<file path="src/rtl/panel_probe_pkg.sv">
package panel_probe_pkg;

  localparam int unsigned T_HOLD_US    = 1100;
  localparam int unsigned T_REL_US     = 10;
  localparam int unsigned T_SETTLE_US  = 20000;
  localparam int unsigned T_ID_WAIT_US = 50000;

  localparam logic [7:0] CMD_UNLOCK  = 8'hB0;
  localparam logic [7:0] CMD_WAKE    = 8'hB1;
  localparam logic [7:0] CMD_READ_ID = 8'hBF;

  localparam logic [3:0] STEP_DUMMY = 4'd6;
  localparam logic [3:0] STEP_LAST  = 4'd10;

  typedef enum logic [1:0] {OP_CMD, OP_PAR, OP_WAIT, OP_READ} op_kind_e;

  typedef struct packed {
    op_kind_e   kind;
    logic [7:0] val;
  } op_t;

  // ceil(hz * us / 1e6), never zero
  function automatic int unsigned us_to_cycles(input longint unsigned hz,
                                               input longint unsigned us);
    longint unsigned c;
    c = (hz * us + 64'd999_999) / 64'd1_000_000;
    if (c == 0) c = 1;
    return 32'(c);
  endfunction

  function automatic int unsigned width_for(input int unsigned n);
    return (n < 2) ? 1 : $clog2(n + 1);
  endfunction

  // bus program: the order matters to the panel
  function automatic op_t step_op(input logic [3:0] s);
    op_t o;
    case (s)
      4'd0:    o = '{kind: OP_CMD,  val: CMD_UNLOCK};
      4'd1:    o = '{kind: OP_PAR,  val: 8'h00};
      4'd2:    o = '{kind: OP_CMD,  val: CMD_WAKE};
      4'd3:    o = '{kind: OP_PAR,  val: 8'h00};
      4'd4:    o = '{kind: OP_CMD,  val: CMD_READ_ID};
      4'd5:    o = '{kind: OP_WAIT, val: 8'h00};
      default: o = '{kind: OP_READ, val: 8'h00};
    endcase
    return o;
  endfunction

  function automatic logic keeps_byte(input logic [3:0] s);
    return (s > STEP_DUMMY) && (s <= STEP_LAST);
  endfunction

endpackage

</file>
<file path="src/rtl/probe_delay.sv">
module probe_delay #(
  parameter int W = 8
) (
  input  logic         clk,
  input  logic         rst_n,
  input  logic         load,
  input  logic [W-1:0] value,
  output logic         expired
);
  logic [W-1:0] cnt;

  always_ff @(posedge clk or negedge rst_n) begin
    if (!rst_n)          cnt <= '0;
    else if (load)       cnt <= value;
    else if (cnt != '0)  cnt <= cnt - W'(1);
  end

  // the edge with cnt==1 is the value-th edge after load
  assign expired = (cnt == W'(1));
endmodule

</file>
<file path="src/rtl/probe_pins.sv">
module probe_pins
  import panel_probe_pkg::*;
#(
  parameter longint unsigned CLK_HZ = 50_000_000
) (
  input  logic clk,
  input  logic rst_n,
  input  logic go,
  output logic lcd_prot_n,
  output logic lcd_rst_n,
  output logic seq_done
);
  localparam int unsigned N_HOLD   = us_to_cycles(CLK_HZ, T_HOLD_US);
  localparam int unsigned N_REL    = us_to_cycles(CLK_HZ, T_REL_US);
  localparam int unsigned N_SETTLE = us_to_cycles(CLK_HZ, T_SETTLE_US);
  localparam int unsigned N_MAX    = (N_SETTLE > N_HOLD) ? N_SETTLE : N_HOLD;
  localparam int DW = width_for(N_MAX);

  typedef enum logic [2:0] {PS_IDLE, PS_A, PS_B, PS_HOLD, PS_REL, PS_SETTLE} pstate_e;
  pstate_e ps;

  logic          dly_load;
  logic [DW-1:0] dly_val;
  logic          dly_exp;

  probe_delay #(.W(DW)) u_dly (
    .clk(clk), .rst_n(rst_n), .load(dly_load), .value(dly_val), .expired(dly_exp)
  );

  always_comb begin
    dly_load = 1'b0;
    dly_val  = '0;
    case (ps)
      PS_B:    begin dly_load = 1'b1;    dly_val = DW'(N_HOLD);   end
      PS_HOLD: begin dly_load = dly_exp; dly_val = DW'(N_REL);    end
      PS_REL:  begin dly_load = dly_exp; dly_val = DW'(N_SETTLE); end
      default: ;
    endcase
  end

  assign seq_done = (ps == PS_SETTLE) && dly_exp;

  always_ff @(posedge clk or negedge rst_n) begin
    if (!rst_n) begin
      ps         <= PS_IDLE;
      lcd_prot_n <= 1'b1;
      lcd_rst_n  <= 1'b1;
    end else begin
      case (ps)
        PS_IDLE:   if (go) begin lcd_prot_n <= 1'b0; ps <= PS_A; end
        PS_A:      begin lcd_rst_n <= 1'b0; ps <= PS_B; end
        PS_B:      begin lcd_prot_n <= 1'b1; ps <= PS_HOLD; end
        PS_HOLD:   if (dly_exp) begin lcd_rst_n <= 1'b1; ps <= PS_REL; end
        PS_REL:    if (dly_exp) begin lcd_prot_n <= 1'b0; ps <= PS_SETTLE; end
        PS_SETTLE: if (dly_exp) ps <= PS_IDLE;
        default:   ps <= PS_IDLE;
      endcase
    end
  end
endmodule

</file>
<file path="src/rtl/probe_bus.sv">
module probe_bus
  import panel_probe_pkg::*;
#(
  parameter longint unsigned CLK_HZ = 50_000_000,
  parameter int DATA_W = 18
) (
  input  logic              clk,
  input  logic              rst_n,
  input  logic              go,
  output logic              bus_rs,
  output logic              bus_wr,
  output logic              bus_rd,
  output logic [DATA_W-1:0] bus_dout,
  input  logic [DATA_W-1:0] bus_din,
  output logic              seq_done,
  output logic [31:0]       code
);
  localparam int unsigned N_WAIT = us_to_cycles(CLK_HZ, T_ID_WAIT_US);
  localparam int DW = width_for(N_WAIT);

  logic       active;
  logic [3:0] step;
  logic       half;     // 0: strobe cycle, 1: recovery / wait cycle
  op_t        op;
  logic       dly_load;
  logic       dly_exp;
  logic       advance;
  logic       unused_din;

  assign unused_din = ^bus_din[DATA_W-1:8];
  assign op = step_op(step);

  probe_delay #(.W(DW)) u_dly (
    .clk(clk), .rst_n(rst_n), .load(dly_load), .value(DW'(N_WAIT)), .expired(dly_exp)
  );

  assign bus_wr   = active && !half && (op.kind == OP_CMD || op.kind == OP_PAR);
  assign bus_rd   = active && !half && (op.kind == OP_READ);
  assign bus_rs   = active && (op.kind == OP_PAR || op.kind == OP_READ);
  assign bus_dout = bus_wr ? DATA_W'(op.val) : '0;
  assign dly_load = active && !half && (op.kind == OP_WAIT);
  assign advance  = active && half && (op.kind != OP_WAIT || dly_exp);
  assign seq_done = advance && (step == STEP_LAST);

  always_ff @(posedge clk or negedge rst_n) begin
    if (!rst_n) begin
      active <= 1'b0;
      step   <= '0;
      half   <= 1'b0;
      code   <= '0;
    end else if (go) begin
      active <= 1'b1;
      step   <= '0;
      half   <= 1'b0;
      code   <= '0;
    end else if (active) begin
      if (!half) begin
        half <= 1'b1;
        if (op.kind == OP_READ && keeps_byte(step))
          code <= {code[23:0], bus_din[7:0]};
      end
      if (advance) begin
        half <= 1'b0;
        step <= step + 4'd1;
        if (step == STEP_LAST) active <= 1'b0;
      end
    end
  end
endmodule

</file>
<file path="src/rtl/panel_probe_ctrl.sv">
module panel_probe_ctrl
  import panel_probe_pkg::*;
#(
  parameter longint unsigned CLK_HZ = 50_000_000,
  parameter int DATA_W = 18,
  parameter logic [31:0] EXPECT_CODE = 32'h0122_1517
) (
  input  logic              clk,
  input  logic              rst_n,
  input  logic              start,
  output logic              busy,
  output logic              done,
  output logic              present,
  output logic              absent,
  output logic              lcd_prot_n,
  output logic              lcd_rst_n,
  output logic              bus_rs,
  output logic              bus_wr,
  output logic              bus_rd,
  output logic [DATA_W-1:0] bus_dout,
  input  logic [DATA_W-1:0] bus_din
);
  typedef enum logic [1:0] {T_IDLE, T_PINS, T_BUS} tstate_e;
  tstate_e state;

  // named internal events, visible to the bound checker
  logic        pins_go;
  logic        pins_done;
  logic        bus_go;
  logic        bus_done;
  logic        code_match;
  logic [31:0] probe_code;

  assign pins_go    = start && (state == T_IDLE);
  assign bus_go     = (state == T_PINS) && pins_done;
  assign code_match = (probe_code == EXPECT_CODE);
  assign busy       = (state != T_IDLE);

  probe_pins #(.CLK_HZ(CLK_HZ)) u_pins (
    .clk(clk), .rst_n(rst_n), .go(pins_go),
    .lcd_prot_n(lcd_prot_n), .lcd_rst_n(lcd_rst_n), .seq_done(pins_done)
  );

  probe_bus #(.CLK_HZ(CLK_HZ), .DATA_W(DATA_W)) u_bus (
    .clk(clk), .rst_n(rst_n), .go(bus_go),
    .bus_rs(bus_rs), .bus_wr(bus_wr), .bus_rd(bus_rd),
    .bus_dout(bus_dout), .bus_din(bus_din),
    .seq_done(bus_done), .code(probe_code)
  );

  always_ff @(posedge clk or negedge rst_n) begin
    if (!rst_n) begin
      state   <= T_IDLE;
      done    <= 1'b0;
      present <= 1'b0;
      absent  <= 1'b0;
    end else begin
      done <= 1'b0;
      case (state)
        T_IDLE: if (start) begin
          state   <= T_PINS;
          present <= 1'b0;
          absent  <= 1'b0;
        end
        T_PINS: if (pins_done) state <= T_BUS;
        T_BUS:  if (bus_done) begin
          state   <= T_IDLE;
          done    <= 1'b1;
          present <= code_match;
          absent  <= !code_match;
        end
        default: state <= T_IDLE;
      endcase
    end
  end
endmodule

</file>
<file path="config.mk">
export PLATFORM = sky130hd
export DESIGN_NAME = panel_probe_ctrl
export DESIGN_NICKNAME = d
export VERILOG_FILES = /design/src/rtl/panel_probe_pkg.sv /design/src/rtl/probe_delay.sv /design/src/rtl/probe_pins.sv /design/src/rtl/probe_bus.sv /design/src/rtl/panel_probe_ctrl.sv
export SDC_FILE = /design/constraint.sdc
export NUM_CORES = 1
export LEC_CHECK = 0
export ABC_CLOCK_PERIOD_IN_PS = 2400
export BUFFER_PORTS_ARGS = -buffer_cell sky130_fd_sc_hd__buf_2
export CAP_MARGIN = 20
export CORE_ASPECT_RATIO = 0.9
export CORE_MARGIN = 4
export CORE_UTILIZATION = 48
export CTS_CLUSTER_DIAMETER = 60
export DETAILED_ROUTE_END_ITERATION = 8
export MAX_ROUTING_LAYER = met4
export PLACE_DENSITY = 0.76
export RECOVER_POWER = 50
export SLEW_MARGIN = 20
export SYNTH_ARGS = -nofsm -noshare
export SYNTH_HDL_FRONTEND = slang
export SYNTH_SLANG_ARGS = --single-unit
</file>
<file path="constraint.sdc">
create_clock -name clk -period 2.4 [get_ports clk]
set_input_delay 0.36 -clock clk [delete_from_list [all_inputs] [get_ports clk]]
set_output_delay 0.36 -clock clk [all_outputs]
set_load 0.01 [all_outputs]
</file>
==> metrics, run 1 <==
Worst-Margin Slew=1100 ps; CTS Hold Bufs=0; Slowest Stage Delay on Critical Path=460 ps; synthesized instance count=508; Synth area leader=dfrtp_1; Setup Crit Path Kind=flop to primary output; Die ar.=11800 sq um; DR vias/cell=5.60; clock root buffer=clkbuf_16; via count of the first global-routing pass=3566; Power Internal=0.00240 W; core area=9780 sq um; worst skew pair latency=340 ps; post-synthesis sequential area ratio=46.3%; # IOs=48; Req. time, crit path=2040 ps; Slowest-stage cell, CP=dfrtp_2; pin count of the biggest net entering global routing=47; grt peak-use layer=met2; combinational share of power=1.8%; routed via count=3745; min Tclk post-route=2320 ps; Hold Vio Cnt, Final=0; Synth Area in XOR/XNOR=6.65%; clock skew=7.56 ps; Primary FF master, synth=dfrtp_1; synthesized cell area=4870 sq um; Area after DPL=5160 sq um; Port Buffers=26; Reg2Reg Capture Point=u_pins.u_dly.cnt[4]; Syn. warnings=0; initial drt markers=331; hpwl dp=6980 um; R2R setup slack=110 ps; Crit Path Max Fanout=6; post-synthesis mux area share=7.01%; register area=2260 sq um; H-tree Lvls=3; post-route ant nets=0; maximum vdd drop=0.000431 V; grt met3 use=3.79%; P&R area growth vs syn=13.6%; Multi-input gate area=2450 sq um; final instance area=5540 sq um; outcome=finished, final reports clean; cells along the critical path=ha_1, nor3_4, nor2_1, nor2_1, nor3_2, and3_1, buf_2; global-route wire length before repair=17300 um; Net Sw Frac=22.1%; Post-Synth Simple-Gate Area=23.6%; Max Fclk=432 MHz; ANT cells=0; GRT Util Overall=18.2%; CTS Sinks=90; Yosys top cell area share=45.2%; Fillers=839; grt met1 use=24.9%; horizontal die dimension=114 um; TritonCTS clock tree=built; WL final=10000 um; Layout Cells excl Fill=669; Adder-Cell Fraction of Synth Area=2.57%; Bufs on Longest Clock Path=2; Initial Utilization=49.8%; crit path DAT=1960 ps; distinct cell type count after synthesis=56; max-cap violations=0; Clock Pin Slew Worst Setup and Hold Paths=70 ps; LEAKAGE=3.01 nW; R2R depth=8; power per standard cell area=556 nW/um^2; routability cong.=0.920; combinational family with the most area after synthesis=simple AND/OR/NAND/NOR gates; CP Capture Type=primary output; compound-cell area share of the yosys netlist=8.37%; global-route track usage on met2=27.7%; fin crit share=96.5%; initial antenna violation count=0; Hold Path Class=input port to async pin; DR pass1 iterations=4; Clock power frac=48.4%; Most Frequent Cell on Critical Path=nor2_1; GRT overflow=0; EDFF count, synth=0; die height=104 um; normalized max-slew margin=26.8%; share of layout cells above drive strength 1=14.4%; top cells by area, synth=dfrtp_1 45%, nor2_1 6.9%, mux2i_1 6.8%; fraction of registers with async set/reset=100%; Avg Cell Area, Syn=9.59 sq um; DRC=0; startpoint types=flop; clock buffer count from CTS=9; Reg power frac=49.8%; Cell Rows=34; Final #Nets=569; Worst R2R Start=u_pins.u_dly.cnt[12]; #FFs+latches synth=90; Slew Viols, Final=0; post-DR wirelength/cell=15.0 um; final setup fails=0; P_sw=0.000680 W; Placed Cells=652; Fin Setup TNS=0 ps
sequential cells by signal, indices dropped and copies added, names as in the netlist:
signal	cells
u_bus.half	1
done	1
u_pins.lcd_prot_n	1
u_bus.code	32
u_bus.step	4
absent	1
u_pins.lcd_rst_n	1
present	1
u_pins.u_dly.cnt	20
u_pins.ps	3
u_bus.active	1
state	2
u_bus.u_dly.cnt	22
logic make-up (layout without fill, tap and decap cells):
family | count (synthesis) | after routing
AOI/OAI and AO/OA | 63 | 63
xor gates and xnor gates | 37 | 37
adders and majority gates | 10 | 10
buffers and inverters | 49 | 74
DFF | 90 | 90
muxes | 34 | 34
other | 1 | 11
and+or+nand+nor | 224 | 224
area by class of cell:
cell class | instances | area share (%)
clock inverters | 6 | 1.40
multi-input cells | 379 | 44.3
well taps | 126 | 2.85
flip-flops and latches | 90 | 40.8
clock buffers | 10 | 4.32
repair buffers | 42 | 5.22
inverters | 16 | 1.08
how the worst max path moves through the flow:
stage                                    start              endpoint  cells past startpoint  slack [ps]
after floorplan           u_pins.u_dly.cnt[12]  u_pins.u_dly.cnt[14]                      7         220
after CTS                        u_bus.step[0]           bus_dout[1]                      8          20
final                            u_bus.step[0]           bus_dout[1]                      7          80
after global routing             u_bus.step[0]           bus_dout[1]                      7         -30
after global placement    u_pins.u_dly.cnt[12]  u_pins.u_dly.cnt[19]                      7         140
after detailed placement  u_pins.u_dly.cnt[12]  u_pins.u_dly.cnt[19]                      7          10
cells in the final DEF, fill, tap and decap left out, types with 9 or more instances in the layout:
cell type / count
buf_4: 11
inv_1: 16
a21oi_1: 17
o21ai_0: 14
clkbuf_16: 9
nor4_1: 15
buf_2: 20
nand2_1: 31
conb_1: 11
mux2i_1: 33
nand3_1: 13
ha_1: 9
xor2_1: 11
nor2_1: 90
nor3_1: 18
xnor2_1: 26
dfrtp_1: 86
critical path: cells and delay by family (launching register included):
kind,cells,cell delay [ps]
and+or+nand+nor,5,730
DFF,1,460
adders and majority gates,1,290
buffers and inverters,1,140
layer usage:
layer / routed length (um) / part of all wire, %
met3: 431 / 4.3
met4: 90 / 0.90
met2: 4810 / 48
met5: 0 / 0
met1: 4670 / 47
power groups by stage:
stage	combinational, W	sequential [W]	clock [W]
3_3_place_gp	0.0000578	0.00156	0
3_5_place_dp	0.0000592	0.00156	0
4_1_cts	0.0000593	0.00153	0.00151
5_1_grt	0.0000671	0.00153	0.00158
2_1_floorplan	0.0000285	0.00156	0
6_report	0.0000565	0.00153	0.00149
cells in the mapped netlist (5+ instances only):
library cell / count
a21o_1: 5
a21oi_1: 17
and3_1: 6
buf_2: 6
buf_4: 17
clkbuf_1: 9
dfrtp_1: 88
ha_1: 10
inv_1: 16
mux2i_1: 33
nand2_1: 33
nand3_1: 13
nand4_1: 8
nor2_1: 90
nor3_1: 20
nor4_1: 16
o21ai_0: 14
or3_1: 5
or4_1: 6
xnor2_1: 26
xor2_1: 11
per-stage QoR:
| stage | worst slack, ps | hold slack, ps | utilization [%] | total power [W] |
|---|---|---|---|---|
| 2_1_floorplan | 222 | 64.4 | - | 0.00158 |
| 3_3_place_gp | 135 | 387 | 52.7 | 0.00162 |
| 3_5_place_dp | 11.0 | 393 | 52.7 | 0.00162 |
| 4_1_cts | 18.7 | 28.3 | 56.1 | 0.00310 |
| 5_1_grt | -34.2 | 257 | 56.6 | 0.00318 |
| 6_report | 83.3 | 212 | 56.6 | 0.00308 |
repair_timing:
item | CTS | global route
buffers inserted | 0 | 1
endpoints found under the setup margin | 5 | 18
gates resized for setup | 2 | 14
hold endpoints to repair | 0 | 0
pin swaps | 0 | 5
gates cloned | 0 | 0
(Power assumes the default switching activity.)
==> inputs of run 2 (changes only) <==
- RECOVER_POWER: 50 -> 25
- REMOVE_ABC_BUFFERS: unset -> 1
==> run 2 against run 1 <==
Effect of this change: the flow now finishes with violations (negative setup slack); maximum frequency shrank 4.1%; hold slack gained 34 ps; die area is the same; cell count grew 1.0%; sequential cell count is the same; via count grew 2.5%; register-to-register slack lost 130 ps; core utilization grew 0.15 points; clock-buffer cell count shrank 1; first-iteration DRC count shrank 25%; global-route usage grew 0.35 points; combinational power grew 3.9%; largest power group unchanged.
==> metrics, run 2 (synthesis gave the netlist of run 1 again) <==
# IOs=48 (unchanged); H-tree Lvls=3 (unchanged); Hold Vio Cnt, Final=0 (unchanged); Initial Utilization=49.8% (unchanged); LEAKAGE=3.06 nW (was 3.01 nW); via count of the first global-routing pass=3697 (was 3566); horizontal die dimension=114 um (unchanged); DR vias/cell=5.68 (was 5.60); Req. time, crit path=2630 ps (was 2040 ps); sum of buffers and inverters on the critical path=1 (unchanged); Slew Viols, Final=0 (unchanged); final hold slack=246 ps (was 212 ps); GRT Util Overall=18.6% (was 18.2%); crit path DAT=2650 ps (was 1960 ps); CTS Sinks=90 (unchanged); TritonCTS clock tree=built (unchanged); max FFs per register=32 (unchanged); WL final=10300 um (was 10000 um); WHS Path Cells=3; Clock Pin Slew Worst Setup and Hold Paths=80 ps (was 70 ps); Layout Cells excl Fill=676 (was 669); Cell Rows=34 (unchanged); max-cap violations=0 (unchanged); commonest non-fill, non-tap cell in the layout=nor2_1 (unchanged); Final WS setup=-16.3 ps (was 83.3 ps); DR pass1 iterations=5 (was 4); Top delay family on crit path=simple AND/OR/NAND/NOR gates (unchanged); power per standard cell area=542 nW/um^2 (was 556 nW/um^2); post-DR wirelength/cell=15.2 um (was 15.0 um); share of layout cells above drive strength 1=15.6% (was 14.4%); outcome=finished with violations (was finished, final reports clean); initial antenna violation count=0 (unchanged); most frequent cells in the layout=89 x nor2_1, 87 x dfrtp_1, 33 x nand2_1, 33 x mux2i_1, 26 x xnor2_1 (was 90 x nor2_1, 86 x dfrtp_1, 33 x mux2i_1, 31 x nand2_1, 26 x xnor2_1); Die ar.=11800 sq um (unchanged); Max Fclk=414 MHz (was 432 MHz); GRT overflow=0 (unchanged); Placed Cells=653 (was 652); core area=9780 sq um (unchanged); Reg2Reg Capture Point=u_bus.u_dly.cnt[15] (was u_pins.u_dly.cnt[4]); Slowest Stage Delay on Critical Path=530 ps (was 460 ps); Final #Nets=576 (was 569); worst hold endpoint=u_bus.code[7]; Bufs on Longest Clock Path=2 (unchanged); Largest regs=u_bus.code (32), u_bus.u_dly.cnt (22), u_pins.u_dly.cnt (20) (unchanged); R2R setup slack=-20 ps (was 110 ps); final setup fails=1 (was 0); post-route ant nets=0 (unchanged); failing checks=negative setup slack; startpoint types=flop (unchanged); combinational share of power=2.0% (was 1.8%); P_sw=0.000725 W (was 0.000680 W); total power=0.00301 W (was 0.00308 W); Hold Path Class=input port to flop (was input port to async pin); fin crit share=101% (was 96.5%); R2R depth=7 (was 8); CP Capture Type=flop (was primary output); DRC=0 (unchanged); Worst-Margin Slew=749 ps (was 1100 ps); ANT cells=0 (unchanged); initial drt markers=247 (was 331); clock skew=9.17 ps (was 7.56 ps); normalized max-slew margin=50.1% (was 26.8%); global-route wire length before repair=17700 um (was 17300 um); Setup Crit Path Kind=flop to flop (was flop to primary output); routability cong.=0.923 (was 0.920); cells along the critical path=nor4_1, nand4_1, buf_4, or3b_2, nor3_1, xnor2_1, nor2_1 (was ha_1, nor3_4, nor2_1, nor2_1, nor3_2, and3_1, buf_2); Net Sw Frac=24.1% (was 22.1%); hold path startpoint=bus_din[7]; Crit Path Max Fanout=4 (was 6); maximum vdd drop=0.000392 V (was 0.000431 V); pin count of the biggest net entering global routing=40 (was 47); hpwl dp=7060 um (was 6980 um); Reg power frac=50.8% (was 49.8%); Slowest-stage cell, CP=nor4_1 (was dfrtp_2); Port Buffers=26 (unchanged); Worst R2R Start=u_bus.u_dly.cnt[10] (was u_pins.u_dly.cnt[12]); clock buffer count from CTS=9 (unchanged); routed via count=3838 (was 3745); Most flops, register=u_bus.code (unchanged); worst skew pair latency=350 ps (was 340 ps); die height=104 um (unchanged); Clock power frac=47.2% (was 48.4%); Power Internal=0.00228 W (was 0.00240 W); min Tclk post-route=2420 ps (was 2320 ps); P&R area growth vs syn=13.9% (was 13.6%); clock root buffer=clkbuf_16 (unchanged)
run 2: what timing repair did:
action,4_1_cts,5_1_grt
setup endpoints to repair,6,9
cloned,0,0
setup buffers,1,5
endpoints found under the hold margin,26,0
pin swaps,0,4
resized for setup,2,5
hold buffers,1,0
run 2: power groups by stage:
| stage | sequential, W | clock (W) | combinational [W] |
|---|---|---|---|
| 2_1_floorplan | 0.00156 | 0 | 0.0000152 |
| 3_3_place_gp | 0.00156 | 0 | 0.0000589 |
| 3_5_place_dp | 0.00156 | 0 | 0.0000603 |
| 4_1_cts | 0.00153 | 0.00145 | 0.0000619 |
| 5_1_grt | 0.00153 | 0.00152 | 0.0000701 |
| 6_report | 0.00153 | 0.00142 | 0.0000587 |
run 2: final cells by class:
class | count | area [sq um]
well taps | 126 | 158
clock inverters | 7 | 81.3
repair buffers | 49 | 343
fillers | 819 | 4230
multi-input cells | 379 | 2430
inverters | 16 | 60.1
clock buffers | 9 | 225
flip-flops and latches | 90 | 2260
run 2: worst max-delay path by stage:
stage          depth (start not counted)                 start              endpoint
6_report                               7   u_bus.u_dly.cnt[10]   u_bus.u_dly.cnt[15]
5_1_grt                                7   u_bus.u_dly.cnt[10]   u_bus.u_dly.cnt[15]
4_1_cts                                8         u_bus.step[0]           bus_dout[2]
3_5_place_dp                           6   u_bus.u_dly.cnt[10]   u_bus.u_dly.cnt[15]
3_3_place_gp                           6  u_pins.u_dly.cnt[12]  u_pins.u_dly.cnt[15]
2_1_floorplan                          7         u_bus.step[0]         u_bus.code[0]
run 2: worst min-delay path, delay by kind of cell:
kind                   cells  cell delay [ps]
buffers and inverters      1               70
and+or+nand+nor            1               70
muxes                      1               50
run 2: per-stage QoR:
stage	utilization (%)	setup slack [ps]	setup TNS, ps	area (sq um)
after floorplan	-	-1030	-35320	4710
after global placement	52.8	187	0	5160
after detailed placement	52.8	76.6	0	5160
after CTS	56.2	14.6	0	5500
after global routing	56.7	-163	-360	5550
final	56.7	-16.3	-16.3	5550
run 2: per-layer routing:
metal | wire length, um | up-vias | share of wire, % | GRT usage (%)
met5 | 0 | - | 0 | -
met4 | 162 | 0 | 1.6 | 4.83
met3 | 611 | 16 | 5.9 | 4.61
met2 | 5010 | 116 | 49 | 29.2
met1 | 4520 | 1874 | 44 | 24.2
li1 | - | 1832 | - | -
==> inputs of run 3 (changes only) <==
- BUFFER_PORTS_ARGS: -buffer_cell sky130_fd_sc_hd__buf_2 -> -buffer_cell sky130_fd_sc_hd__buf_4
==> run 3 against run 2 <==
Effect of this change: the flow now finishes without violations; non-clock buffer count fell by 6; via count decreased by 1.7%; cell count decreased by 0.89%; wire length is 2.0% lower; combinational power about the same; clock skew rose by 1.6 ps.
==> metrics, run 3 (synthesis gave the netlist of run 1 again) <==
Slew Viols, Final=0 (unchanged); ANT cells=0 (unchanged); Max Fclk=437 MHz (was 414 MHz); CP Capture Type=primary output (was flop); die height=104 um (unchanged); final hold slack=253 ps (was 246 ps); normalized max-slew margin=20.9% (was 50.1%); final setup fails=0 (was 1); LEAKAGE=3.01 nW (was 3.06 nW); Crit Path Max Fanout=6 (was 4); Cell Rows=34 (unchanged); outcome=finished, final reports clean (was finished with violations); global-route wire length before repair=17500 um (was 17700 um); initial antenna violation count=0 (unchanged); Placed Cells=653 (unchanged); clock skew=10.8 ps (was 9.17 ps); max-cap violations=0 (unchanged); clock root buffer=clkbuf_16 (unchanged); routed via count=3774 (was 3838); share of layout cells above drive strength 1=15.1% (was 15.6%); Slowest-stage cell, CP=dfrtp_2 (was nor4_1); GRT Util Overall=18.3% (was 18.6%); Hold Path Class=input port to flop (unchanged); DR pass1 iterations=4 (was 5); fin crit share=95.4% (was 101%); Top delay family on crit path=simple AND/OR/NAND/NOR gates (unchanged); maximum vdd drop=0.000340 V (was 0.000392 V); via count of the first global-routing pass=3685 (was 3697); Final #Nets=570 (was 576); Hold Vio Cnt, Final=0 (unchanged); Worst-Margin Slew=1190 ps (was 749 ps); cells along the critical path=inv_1, ha_1, nor3_2, nor2_1, nor2_2, nor3_2, and3_4, buf_4 (was nor4_1, nand4_1, buf_4, or3b_2, nor3_1, xnor2_1, nor2_1); DRC=0 (unchanged); sum of buffers and inverters on the critical path=2 (was 1); final instance area=5540 sq um (was 5550 sq um); min Tclk post-route=2290 ps (was 2420 ps); Port Buffers=26 (unchanged); hpwl dp=6940 um (was 7060 um); horizontal die dimension=114 um (unchanged); startpoint types=flop (unchanged); post-DR wirelength/cell=15.1 um (was 15.2 um); GRT overflow=0 (unchanged); max FFs per register=32 (unchanged); Setup Crit Path Kind=flop to primary output (was flop to flop); P&R area growth vs syn=13.8% (was 13.9%); Most Frequent Cell on Critical Path=nor3_2; Most flops, register=u_bus.code (unchanged); crit path DAT=1930 ps (was 2650 ps); Layout Cells excl Fill=670 (was 676); clock buffer count from CTS=9 (unchanged); DR vias/cell=5.63 (was 5.68); # IOs=48 (unchanged); Largest regs=u_bus.code (32), u_bus.u_dly.cnt (22), u_pins.u_dly.cnt (20) (unchanged); commonest non-fill, non-tap cell in the layout=nor2_1 (unchanged); Bufs on Longest Clock Path=2 (unchanged); CTS Sinks=90 (unchanged); H-tree Lvls=3 (unchanged); Die ar.=11800 sq um (unchanged); initial drt markers=182 (was 247); Clock Pin Slew Worst Setup and Hold Paths=70 ps (was 80 ps); TritonCTS clock tree=built (unchanged); Initial Utilization=49.8% (unchanged); post-route ant nets=0 (unchanged); power per standard cell area=536 nW/um^2 (was 542 nW/um^2); Slowest Stage Delay on Critical Path=420 ps (was 530 ps); routability cong.=0.904 (was 0.923); WL final=10100 um (was 10300 um); Req. time, crit path=2040 ps (was 2630 ps); pin count of the biggest net entering global routing=47 (was 40); worst skew pair latency=340 ps (was 350 ps); core area=9780 sq um (unchanged); Area after DPL=5230 sq um (was 5160 sq um); most frequent cells in the layout=89 x nor2_1, 86 x dfrtp_1, 39 x buf_4, 33 x nand2_1, 33 x mux2i_1 (was 89 x nor2_1, 87 x dfrtp_1, 33 x nand2_1, 33 x mux2i_1, 26 x xnor2_1)
==> run 3: cell types whose count changed in the layout (fill, tap and decap cells not counted), moves of 2 or more <==
cell | previous run | this run
buf_4 | 19 | 39
clkinv_8 | 2 | 0
buf_2 | 25 | 0
clkinv_4 | 1 | 3
==> run 3: repair_timing <==
item                                    in CTS  in global routing
endpoints found under the setup margin       3                 10
pin swaps                                    0                  1
hold buffers                                 0                  0
buffers inserted                             0                  1
gates resized for setup                      3                  6
==> run 3: routing by layer <==
layer | global-route usage (%) | wire length [um] | vias to the layer above
met5 | - | 0 | -
met4 | 4.50 | 78 | 0
met3 | 3.91 | 460 | 12
met2 | 28.0 | 4880 | 99
met1 | 25.2 | 4690 | 1852
li1 | - | - | 1811
==> run 3: report_power, final <==
group	switching (W)	internal, W	leakage, nW
clock	0.000652	0.000733	0.146
sequential	0.00000574	0.00152	1.22
combinational	0.0000425	0.0000162	1.65
==> run 3: worst min-delay path: cells and delay by family <==
family | cells | cell delay (ps)
buffers and inverters | 1 | 70
muxes | 1 | 50
and+or+nand+nor | 1 | 80
==> run 3: area by class of cell <==
class                           count  area, sq um
Timing Repair Buffer               43          343
Multi-Input combinational cell    379         2430
Clock buffer                        9          225
Sequential cell                    90         2260
Tap cell                          126          158
Inverter                           16         60.1
Fill cell                         861         4240
Clock inverter                      7         68.8
==> run 3: final timing paths <==
kind	to	cells after the start	slack [ps]	startpoint
worst max-delay path	bus_dout[2]	8	110	u_bus.step[0]
worst min-delay path	u_bus.code[0]	3	250	bus_din[0]
worst max register to register	u_bus.code[20]	7	150	u_pins.u_dly.cnt[12]
worst min register to register	u_bus.code[30]	2	530	u_bus.code[30]
max in group asynchronous	u_bus.u_dly.cnt[13]	2	830	rst_n
min in group asynchronous	u_bus.u_dly.cnt[9]	1	260	rst_n
==> run 3: metrics by stage <==
stage / setup slack, ps / total power, W / TNS, ps / util [%]
floorplan: -1030 / 0.00157 / -35320 / -
global route: -9.76 / 0.00309 / -21.7 / 56.6
CTS: 49.6 / 0.00301 / 0 / 56.5
detailed placement: 106 / 0.00162 / 0 / 53.4
global placement: 148 / 0.00162 / 0 / 53.4
finish: 111 / 0.00297 / 0 / 56.6
